$ cat config.mk
export PLATFORM = sky130hd
export DESIGN_NAME = adcseq_top
export DESIGN_NICKNAME = d
export VERILOG_FILES = /design/src/rtl/adcseq_pkg.sv /design/src/rtl/adcseq_start.sv /design/src/rtl/adcseq_fsm.sv /design/src/rtl/adcseq_flags.sv /design/src/rtl/adcseq_top.sv
export SDC_FILE = /design/constraint.sdc
export NUM_CORES = 1
export LEC_CHECK = 0
export ABC_AREA = 1
export CORE_MARGIN = 10
export CORE_UTILIZATION = 37
export CTS_CLUSTER_SIZE = 25
export DETAILED_ROUTE_END_ITERATION = 10
export PLACE_DENSITY = 0.75
export SLEW_MARGIN = 0
export SYNTH_ARGS = -nofsm -noshare
export SYNTH_HDL_FRONTEND = slang
export SYNTH_SLANG_ARGS = --single-unit
$ cat constraint.sdc
create_clock -name clk -period 1.4 [get_ports clk]
set_input_delay 0.42 -clock clk [delete_from_list [all_inputs] [get_ports clk]]
set_output_delay 0.42 -clock clk [all_outputs]
set_load 0.03 [all_outputs]
$ cat src/rtl/adcseq_pkg.sv
// Shared types and start-source codes for the ADC scan sequencer.
package adcseq_pkg;
    typedef enum logic [1:0] {
        ST_IDLE  = 2'd0,
        ST_ISSUE = 2'd1,
        ST_WAIT  = 2'd2
    } seq_state_e;

    localparam logic [1:0] SRC_SOFT = 2'd0;
    localparam logic [1:0] SRC_EXT  = 2'd3;
endpackage

$ cat src/rtl/adcseq_start.sv
// Start qualifier: turns the software start bit or a rising trigger-pin edge
// into a one-cycle go pulse, chosen by the source code.
// Assumes ext_trig is already synchronous to clk. Starts seen while busy are dropped.
module adcseq_start
    import adcseq_pkg::*;
(
    input  logic       clk,
    input  logic       rst_n,
    input  logic [1:0] src,
    input  logic       start_wr,
    input  logic       start_val,
    input  logic       ext_trig,
    input  logic       busy,
    output logic       go,
    output logic       stop
);
    logic trig_q;
    logic trig_edge;

    // Remember last pin level for edge detection.
    always_ff @(posedge clk) begin
        if (!rst_n) trig_q <= 1'b0;
        else        trig_q <= ext_trig;
    end

    // Qualify the selected start source and decode the stop write.
    always_comb begin
        trig_edge = ext_trig & ~trig_q;
        go = 1'b0;
        if (!busy) begin
            if (src == SRC_SOFT) go = start_wr & start_val;
            else if (src == SRC_EXT) go = trig_edge;
        end
        stop = start_wr & ~start_val;
    end
endmodule

$ cat src/rtl/adcseq_fsm.sv
// Scan state machine: walks channels first..last, issuing one converter
// request per channel and waiting for its done pulse. In continuous mode it
// wraps to the first channel until the run bit is cleared.
// Assumes configuration is stable while busy and cnv_done only follows a request.
module adcseq_fsm
    import adcseq_pkg::*;
#(
    parameter int CW = 3
) (
    input  logic          clk,
    input  logic          rst_n,
    input  logic          cfg_cont,
    input  logic [CW-1:0] cfg_first,
    input  logic [CW-1:0] cfg_last,
    input  logic          go,
    input  logic          stop,
    input  logic          cnv_done,
    output logic          busy,
    output logic          cnv_start,
    output logic [CW-1:0] chan,
    output logic          done_pulse
);
    seq_state_e state;
    logic       run;
    logic       run_eff;
    logic       at_last;

    // Decode state into handshake outputs.
    always_comb begin
        busy       = (state != ST_IDLE);
        cnv_start  = (state == ST_ISSUE);
        done_pulse = (state == ST_WAIT) && cnv_done;
        run_eff    = run && !stop;
        at_last    = (chan == cfg_last);
    end

    // Advance the scan through the channel range.
    always_ff @(posedge clk) begin
        if (!rst_n) begin
            state <= ST_IDLE;
            chan  <= '0;
            run   <= 1'b0;
        end else begin
            unique case (state)
                ST_IDLE: begin
                    if (go) begin
                        state <= ST_ISSUE;
                        chan  <= cfg_first;
                        run   <= 1'b1;
                    end
                end
                ST_ISSUE: begin
                    state <= ST_WAIT;
                    if (stop) run <= 1'b0;
                end
                ST_WAIT: begin
                    if (stop) run <= 1'b0;
                    if (cnv_done) begin
                        if (at_last && cfg_cont && run_eff) begin
                            chan  <= cfg_first;
                            state <= ST_ISSUE;
                        end else if (at_last || !run_eff) begin
                            state <= ST_IDLE;
                            run   <= 1'b0;
                        end else begin
                            chan  <= chan + 1'b1;
                            state <= ST_ISSUE;
                        end
                    end
                end
                default: state <= ST_IDLE;
            endcase
        end
    end

    // busy never drops without a conversion completing.
    a_r6_busy_holds: assert property (@(posedge clk) disable iff (!rst_n)
        (busy && !cnv_done) |=> busy);

    // each request is a single-cycle pulse.
    a_r12_single_pulse: assert property (@(posedge clk) disable iff (!rst_n)
        cnv_start |=> !cnv_start);

    // while busy, the channel stays inside an ascending range.
    a_r2_chan_range: assert property (@(posedge clk) disable iff (!rst_n)
        (busy && cfg_first <= cfg_last) |-> (chan >= cfg_first && chan <= cfg_last));
endmodule

$ cat src/rtl/adcseq_flags.sv
// Result and flag bank: captures each result, keeps sticky per-channel
// completion flags (write-1-to-clear), detects overwrites of unread data and
// holds DMA requests until acknowledged. Setting wins over clearing in one cycle.
module adcseq_flags #(
    parameter int NCH = 8,
    parameter int CW  = 3,
    parameter int DW  = 12,
    parameter int RW  = 16
) (
    input  logic           clk,
    input  logic           rst_n,
    input  logic           done_pulse,
    input  logic [CW-1:0]  done_chan,
    input  logic [DW-1:0]  cnv_data,
    input  logic           clr_wr,
    input  logic [NCH-1:0] clr_done,
    input  logic           clr_ovf,
    input  logic [NCH-1:0] dma_en,
    input  logic [NCH-1:0] dma_ack,
    output logic [RW-1:0]  result,
    output logic [NCH-1:0] done_flags,
    output logic           ovf_flag,
    output logic [NCH-1:0] dma_req
);
    localparam int PADW = RW - DW;

    logic [NCH-1:0] set_vec;
    logic [NCH-1:0] clr_vec;
    logic [CW-1:0]  prev_chan;
    logic           prev_vld;
    logic           overwrite;

    // Build per-channel set and clear vectors.
    always_comb begin
        for (int i = 0; i < NCH; i++) begin
            set_vec[i] = done_pulse && (done_chan == CW'(i));
        end
        clr_vec   = clr_wr ? clr_done : '0;
        overwrite = done_pulse && prev_vld && done_flags[prev_chan];
    end

    // Capture results and update flags and requests.
    always_ff @(posedge clk) begin
        if (!rst_n) begin
            result     <= '0;
            done_flags <= '0;
            ovf_flag   <= 1'b0;
            dma_req    <= '0;
            prev_chan  <= '0;
            prev_vld   <= 1'b0;
        end else begin
            done_flags <= (done_flags & ~clr_vec) | set_vec;
            dma_req    <= (dma_req & ~dma_ack) | (set_vec & dma_en);
            if (overwrite)              ovf_flag <= 1'b1;
            else if (clr_wr && clr_ovf) ovf_flag <= 1'b0;
            if (done_pulse) begin
                result    <= {{PADW{1'b0}}, cnv_data};
                prev_chan <= done_chan;
                prev_vld  <= 1'b1;
            end
        end
    end

    // the result follows the converter data, zero-extended.
    a_r7_result_capture: assert property (@(posedge clk) disable iff (!rst_n)
        done_pulse |=> (result == {{PADW{1'b0}}, $past(cnv_data)}));

    // a flag not being cleared stays set.
    a_r8_flags_sticky: assert property (@(posedge clk) disable iff (!rst_n)
        (|(done_flags & ~clr_vec)) |=>
        ((done_flags & $past(done_flags & ~clr_vec)) == $past(done_flags & ~clr_vec)));

    // an unacknowledged request is held.
    a_r11_dma_hold: assert property (@(posedge clk) disable iff (!rst_n)
        (|(dma_req & ~dma_ack)) |=>
        ((dma_req & $past(dma_req & ~dma_ack)) == $past(dma_req & ~dma_ack)));

    // the overwrite flag only rises after a completed conversion.
    a_r9_ovf_cause: assert property (@(posedge clk) disable iff (!rst_n)
        $rose(ovf_flag) |-> $past(done_pulse));
endmodule

$ cat src/rtl/adcseq_top.sv
// ADC channel scan sequencer top: joins the start qualifier, the scan state
// machine and the result/flag bank. Assumes a converter that answers every
// cnv_start with exactly one cnv_done pulse.
module adcseq_top #(
    parameter int NCH = 8,
    parameter int DW  = 12,
    parameter int RW  = 16,
    localparam int CW = $clog2(NCH)
) (
    input  logic           clk,
    input  logic           rst_n,
    input  logic           cfg_cont,
    input  logic [CW-1:0]  cfg_first,
    input  logic [CW-1:0]  cfg_last,
    input  logic [1:0]     cfg_src,
    input  logic           start_wr,
    input  logic           start_val,
    input  logic           ext_trig,
    input  logic           clr_wr,
    input  logic [NCH-1:0] clr_done,
    input  logic           clr_ovf,
    input  logic [NCH-1:0] dma_en,
    input  logic [NCH-1:0] dma_ack,
    input  logic           cnv_done,
    input  logic [DW-1:0]  cnv_data,
    output logic           busy,
    output logic [CW-1:0]  cur_chan,
    output logic           cnv_start,
    output logic [CW-1:0]  cnv_chan,
    output logic [RW-1:0]  result,
    output logic [NCH-1:0] done_flags,
    output logic           ovf_flag,
    output logic [NCH-1:0] dma_req
);
    logic          go;
    logic          stop;
    logic          done_pulse;
    logic [CW-1:0] chan;

    adcseq_start u_start (
        .clk       (clk),
        .rst_n     (rst_n),
        .src       (cfg_src),
        .start_wr  (start_wr),
        .start_val (start_val),
        .ext_trig  (ext_trig),
        .busy      (busy),
        .go        (go),
        .stop      (stop)
    );

    adcseq_fsm #(.CW(CW)) u_fsm (
        .clk        (clk),
        .rst_n      (rst_n),
        .cfg_cont   (cfg_cont),
        .cfg_first  (cfg_first),
        .cfg_last   (cfg_last),
        .go         (go),
        .stop       (stop),
        .cnv_done   (cnv_done),
        .busy       (busy),
        .cnv_start  (cnv_start),
        .chan       (chan),
        .done_pulse (done_pulse)
    );

    adcseq_flags #(.NCH(NCH), .CW(CW), .DW(DW), .RW(RW)) u_flags (
        .clk        (clk),
        .rst_n      (rst_n),
        .done_pulse (done_pulse),
        .done_chan  (chan),
        .cnv_data   (cnv_data),
        .clr_wr     (clr_wr),
        .clr_done   (clr_done),
        .clr_ovf    (clr_ovf),
        .dma_en     (dma_en),
        .dma_ack    (dma_ack),
        .result     (result),
        .done_flags (done_flags),
        .ovf_flag   (ovf_flag),
        .dma_req    (dma_req)
    );

    // Channel index drives both the status field and the converter select.
    always_comb begin
        cur_chan = chan;
        cnv_chan = chan;
    end
endmodule

# Word-level counts from Yosys, hierarchy flattened
# Index checks and enable logic that the tools add are counted.
# word_totals
wordCells	90
output_inout_bits	41
ff_bits	40
# op_classes
n_lt_le_gt_ge	1
bitwise	12
eq_ne	14
muxes	24
addsub	1
n_reduce_logical	28
# op_table
op	n
$and 8x8->8	3
$not 8->8	2
$or 8x8->8	2
$logic_and 1x1->1	15
$eq 3x3->1 const B	4
$mux 1	12
$mux 3	4
$mux 8	1
$eq 3x2->1 const B	2
$mux 2	3
$pmux 2 s3	1
$pmux 3 s2	1
$reduce_bool 2->1	3
$eq 2x2->1 const B	2
$logic_not 2->1	2
$lt 3x4->1 const B	1
$ne 2x2->1 const B	2
$reduce_and 2->1	2
$reduce_and 4->1	1
$add 3x1->3 const B	1
$and 1x1->1	3
$bmux 1 s3	1
$eq 3x1->1 const B	1
$eq 3x3->1	1
8 further kinds	10

# Logic depth before layout (Yosys ltp)
# depth
ltp_word	10
mapped_depth	11

# By module
# From an unflattened synthesis, not the netlist that was laid out.
# hier_totals
hier_cells	287
area_unflattened_um2	1983.2
# by_module_without_submodules
mod	instances	area_each_um2	cells_each	seq_area_each_um2
adcseq_flags	1	1353.8	187	660.6
adcseq_fsm	1	526.8	82	120.1
adcseq_start	1	80.1	15	20.0
adcseq_top	1	22.5	3	0.0

# Worst setup path before layout
# No wires, ideal clock.
# synth_path
path_kind	register to register
startpoint	register u_fsm.chan[0]
endpoint	register u_fsm.chan[0]
setup_time_ns	0.117
arrival_ns	1.398
path_stages_with_launch	10
setup_slack_ns	-0.115
required_time_ns	1.283
period_less_slack_ns	1.515
cell_sequence	dfxtp_1 inv_2 nand2_2 nand2_2 nor2_4 nand3_4 nand3_2 nand3_4 o21bai_1 nor2_1
# synth_between
elab_chain_len	6
elab_cells_between_ends	11
cone_classes	1 x add/sub; 2 x eq/ne; 4 x mux; 4 x reduce/logical
# synth_lines
item	line_no	text
from (decl)	adcseq_fsm.sv:20	output logic [CW-1:0] chan,
from (signal assigned)	adcseq_fsm.sv:48	chan <= cfg_first;
from (signal assigned)	adcseq_fsm.sv:60	chan <= cfg_first;
from (signal assigned)	adcseq_fsm.sv:66	chan <= chan + 1'b1;
branches (longest 6 deep; another with $add 3x1->3)	-	
# Parallel ways; which one is timed is not known. The select of a mux whose other input is x is not followed.
# A chain may end at the register's enable or synchronous reset.

# Worst setup path in the final report
# layout_path
startpoint	register u_fsm.state[1]
endpoint	output busy
# layout_between
elab_chain_len	1
# layout_lines
item	line_no	text
from (decl)	adcseq_fsm.sv:23	seq_state_e state;
from (signal assigned)	adcseq_fsm.sv:40	state <= ST_IDLE;
from (signal assigned)	adcseq_fsm.sv:47	state <= ST_ISSUE;
from (signal assigned)	adcseq_fsm.sv:53	state <= ST_WAIT;
$reduce_bool 2->1	adcseq_fsm.sv:30	busy = (state != ST_IDLE);
to (decl)	adcseq_top.sv:26	output logic busy,
# No other way between the ends.

==> summary.txt <==
Hold path
  – Cell depth of the worst hold path: 3
  – Min-delay src: ext_trig
  – Hold EP: u_start.trig_q$_SDFF_PN0_
  – Worst Hold Class: in2reg

Drt
  – Initial DRC Count: 118
  – Vias: 2070
  – Detailed-route DRC error count: 0
  – Antenna viol nets, final: 0
  – Post-Route WL: 6.15 mm
  – TritonRoute pass-1 iters: 4
  – Vias per inst: 4.57
  – Avg WL per Cell: 13.6 µm

Synth
  – Main synth FF type: dfxtp_1
  – Cell area after synthesis: 0.00199 mm²
  – Mean post-synth cell area: 7.14 µm²
  – Post-synthesis sequential area ratio: 40.3%
  – Synth warnings: 0
  – Count leader, synth: nand2_1
  – Post-synth EDFFs: 0
  – Top cells by count, synth: nand2_1 (60), dfxtp_1 (40), nor2_1 (39), inv_1 (28)
  – Post-synth top area share: 40.3%
  – Post-Synthesis Cells: 278
  – Top area cells in the synthesized netlist: dfxtp_1 (40%), nand2_1 (11%), nor2_1 (7.4%), ha_1 (6.3%), a21oi_1 (5.5%)
  – Largest area contributor in the netlist: dfxtp_1
  – Number of synthesized register bits: 40
  – FFs w/ async S/R, synth: 0%
  – Synth unique cells: 30

Worst setup path
  – CP cell instances: inv_4, ha_4, inv_4, buf_12
  – Crit path top cell by count: inv_4
  – Worst Path Buf+Inv: 3
  – Critical R2R Launch: u_fsm.state[1]$_SDFFE_PN0P_
  – Delay-heaviest family, CP: flip-flops
  – CP required: 0.98 ns
  – Reg-to-reg critical path endpoint: u_fsm.chan[0]$_SDFFE_PN0P_
  – Max incr delay on CP: 0.37 ns
  – Crit Path Category: reg2out
  – Setup crit start: u_fsm.state[1]$_SDFFE_PN0P_
  – R2R depth: 9
  – CP max FO: 3
  – Worst reg-to-reg setup slack: 0.03 ns
  – Critical Path Start Type: flop
  – Endpoint class of the critical path: output port
  – Worst Path Arrival: 1.05 ns
  – Slowest-stage cell, CP: dfxtp_4

STA
  – Final period util: 105%
  – RSZ-0062 raised after global routing: true
  – Final worst setup slack: -0.0671 ns
  – Slew Limit Fails: 0
  – Clock Skews: 0.00731 ns
  – Fin. Hold Viols: 0
  – Final hold slack: 0.363 ns
  – Setup violators final: 2
  – Minimum clock period: 1.47 ns
  – Fmax: 0.682 GHz

GRT
  – Initial antenna violation count: 0
  – Global-route wire length before repair: 9.83 mm
  – Global route overflow: 0
  – Gr usage total: 13.9%
  – Pin count of the biggest net entering global routing: 18
  – Vias in the first global route: 2069

Place
  – Post-Place Worst Slack: -0.488 ns
  – PortBufs: 89
  – GPL Wtd Cong: 0.773
  – DP HPWL: 4.83 mm

Status
  – Outcome: finished with violations
  – Failing checks: negative setup slack

Clock tree
  – Root Buffer: clkbuf_8
  – Inserted Clock Buffers: 5
  – H-tree depth: 2
  – CTS Sinks: 40
  – Hold-fix buffers at CTS: 0
  – Worst-path clk slew: 0.08 ns
  – Clk Latency, worst-skew pair: 0.30 ns
  – CTS tree: yes
  – Clock buffer depth: 2

Layout
  – ANT cells: 0
  – Layout area overhead: 62.3%
  – Fraction of layout cells with a size suffix above 1: 26.9%
  – FILL cells: 486
  – Final nets: 445

Die
  – Row Count: 26
  – Die Span Y: 93.3 µm
  – Initial core utilization: 38.6%
  – Die width: 93.3 µm
  – Die ar.: 0.00870 mm²
  – Core region area: 0.00514 mm²
  – Ports: 94

Pwr
  – Leakage: 0.00146 µW
  – Power Dens Cells: 1550 mW/mm²
  – VDD IR max: 1.27 mV

Job
  – Max-Cap Viols: 0
-- layer usage --
metal | part of all wire, % | wire [µm] | global-route usage (%) | vias up
met5 | 0 | 0 | 0 | -
met4 | 1.9 | 119 | 4.88 | 0
met3 | 6.2 | 383 | 4.72 | 10
met2 | 49 | 3040 | 23.5 | 66
met1 | 42 | 2610 | 15.8 | 912
li1 | - | - | - | 1082
-- worst register-to-register path: cells and delay by family (launching register included) --
kind	cells	cell delay, ns
buf+inv	3	0.28
flops	1	0.37
simple gates	3	0.24
fa+ha+maj	1	0.16
compound gates	2	0.21
-- power breakdown --
group / internal [µW] / switching, µW
clock network: 629 / 416
logic: 1090 / 1390
registers: 1340 / 151
total: 3060 / 1950
-- registers in the layout, summed over array words and instances (netlist names) --
register and cells:
u_flags.done_flags 8, u_flags.result 12, u_flags.dma_req 8, u_start.trig_q 1
u_fsm.state 2, u_fsm.run 1, u_fsm.chan 3, u_flags.prev_vld 1
u_flags.ovf_flag 1, u_flags.prev_chan 3
-- layout by cell type, fill, tap and decap left out, drive strengths merged --
cell and n:
a221oi 1, conb 4, o22ai 1, o211ai 1, o21bai 1, ha 10
a21oi 22, bufinv 1, nand2 65, clkdlybuf4s50 43, clkinv 1, buf 56
nand3 19, a31oi 1, dlymetal6s2s 4, inv 32, clkbuf 8, dfxtp 40
o21ai 23, o221ai 1, nand4 1, a211oi 1, dlygate4sd2 5, nor2 42
-- metrics by stage --
stage | std cells | setup TNS [ns] | power, µW | util, % | cell area (µm²)
after floorplan | 281 | 0 | 2810 | - | 2000
after global placement | 441 | -8.01 | 3630 | 57.6 | 2960
after detailed placement | 441 | -8.81 | 3660 | 57.6 | 2960
after CTS | 452 | -0.145 | 4900 | 61.6 | 3160
after global routing | 453 | -0.385 | 5340 | 62.7 | 3220
final | 453 | -0.133 | 5010 | 62.7 | 3220
-- how the worst max path moves through the flow --
| stage | to | slack (ns) | cells after the start |
|---|---|---|---|
| finish | busy | -0.07 | 4 |
| CTS | cnv_start | -0.07 | 3 |
| global placement | u_fsm.chan[0]$_SDFFE_PN0P_ | -0.44 | 10 |
| global route | busy | -0.11 | 4 |
| floorplan | u_flags.result[10]$_SDFFE_PN0P_ | 0.01 | 7 |
| detailed placement | u_fsm.chan[0]$_SDFFE_PN0P_ | -0.49 | 10 |
-- repair_timing --
| action | 4_1_cts | 5_1_grt |
|---|---|---|
| setup buffers | 3 | 1 |
| setup endpoints to repair | 6 | 36 |
| pin swaps | 12 | 8 |
| resized for setup | 25 | 18 |
| endpoints found under the hold margin | 0 | 0 |
-- area by class of cell --
type / count / area, µm² / area share, %
Timing Repair Buffer: 109 / 1000 / 31.0
Inverter: 33 / 131 / 4.08
Multi-Input combinational cell: 193 / 1060 / 32.9
Tap cell: 70 / 87.6 / 2.72
Clock buffer: 7 / 96.3 / 2.99
Clock inverter: 1 / 30.0 / 0.932
Sequential cell: 40 / 817 / 25.3
-- cells by family (layout without fill, tap and decap cells) --
group | count (synthesis) | count (layout) | share of synthesized area [%]
AO/OA/AOI/OAI | 52 | 52 | 14.0
flip-flops | 40 | 40 | 40.3
adder cells (fa/ha/maj) | 10 | 10 | 6.30
AND/OR/NAND/NOR | 127 | 127 | 28.1
other | 1 | 4 | 0.189
buffers and inverters | 48 | 150 | 11.1
Note: power is estimated with default switching activity, not from simulation.
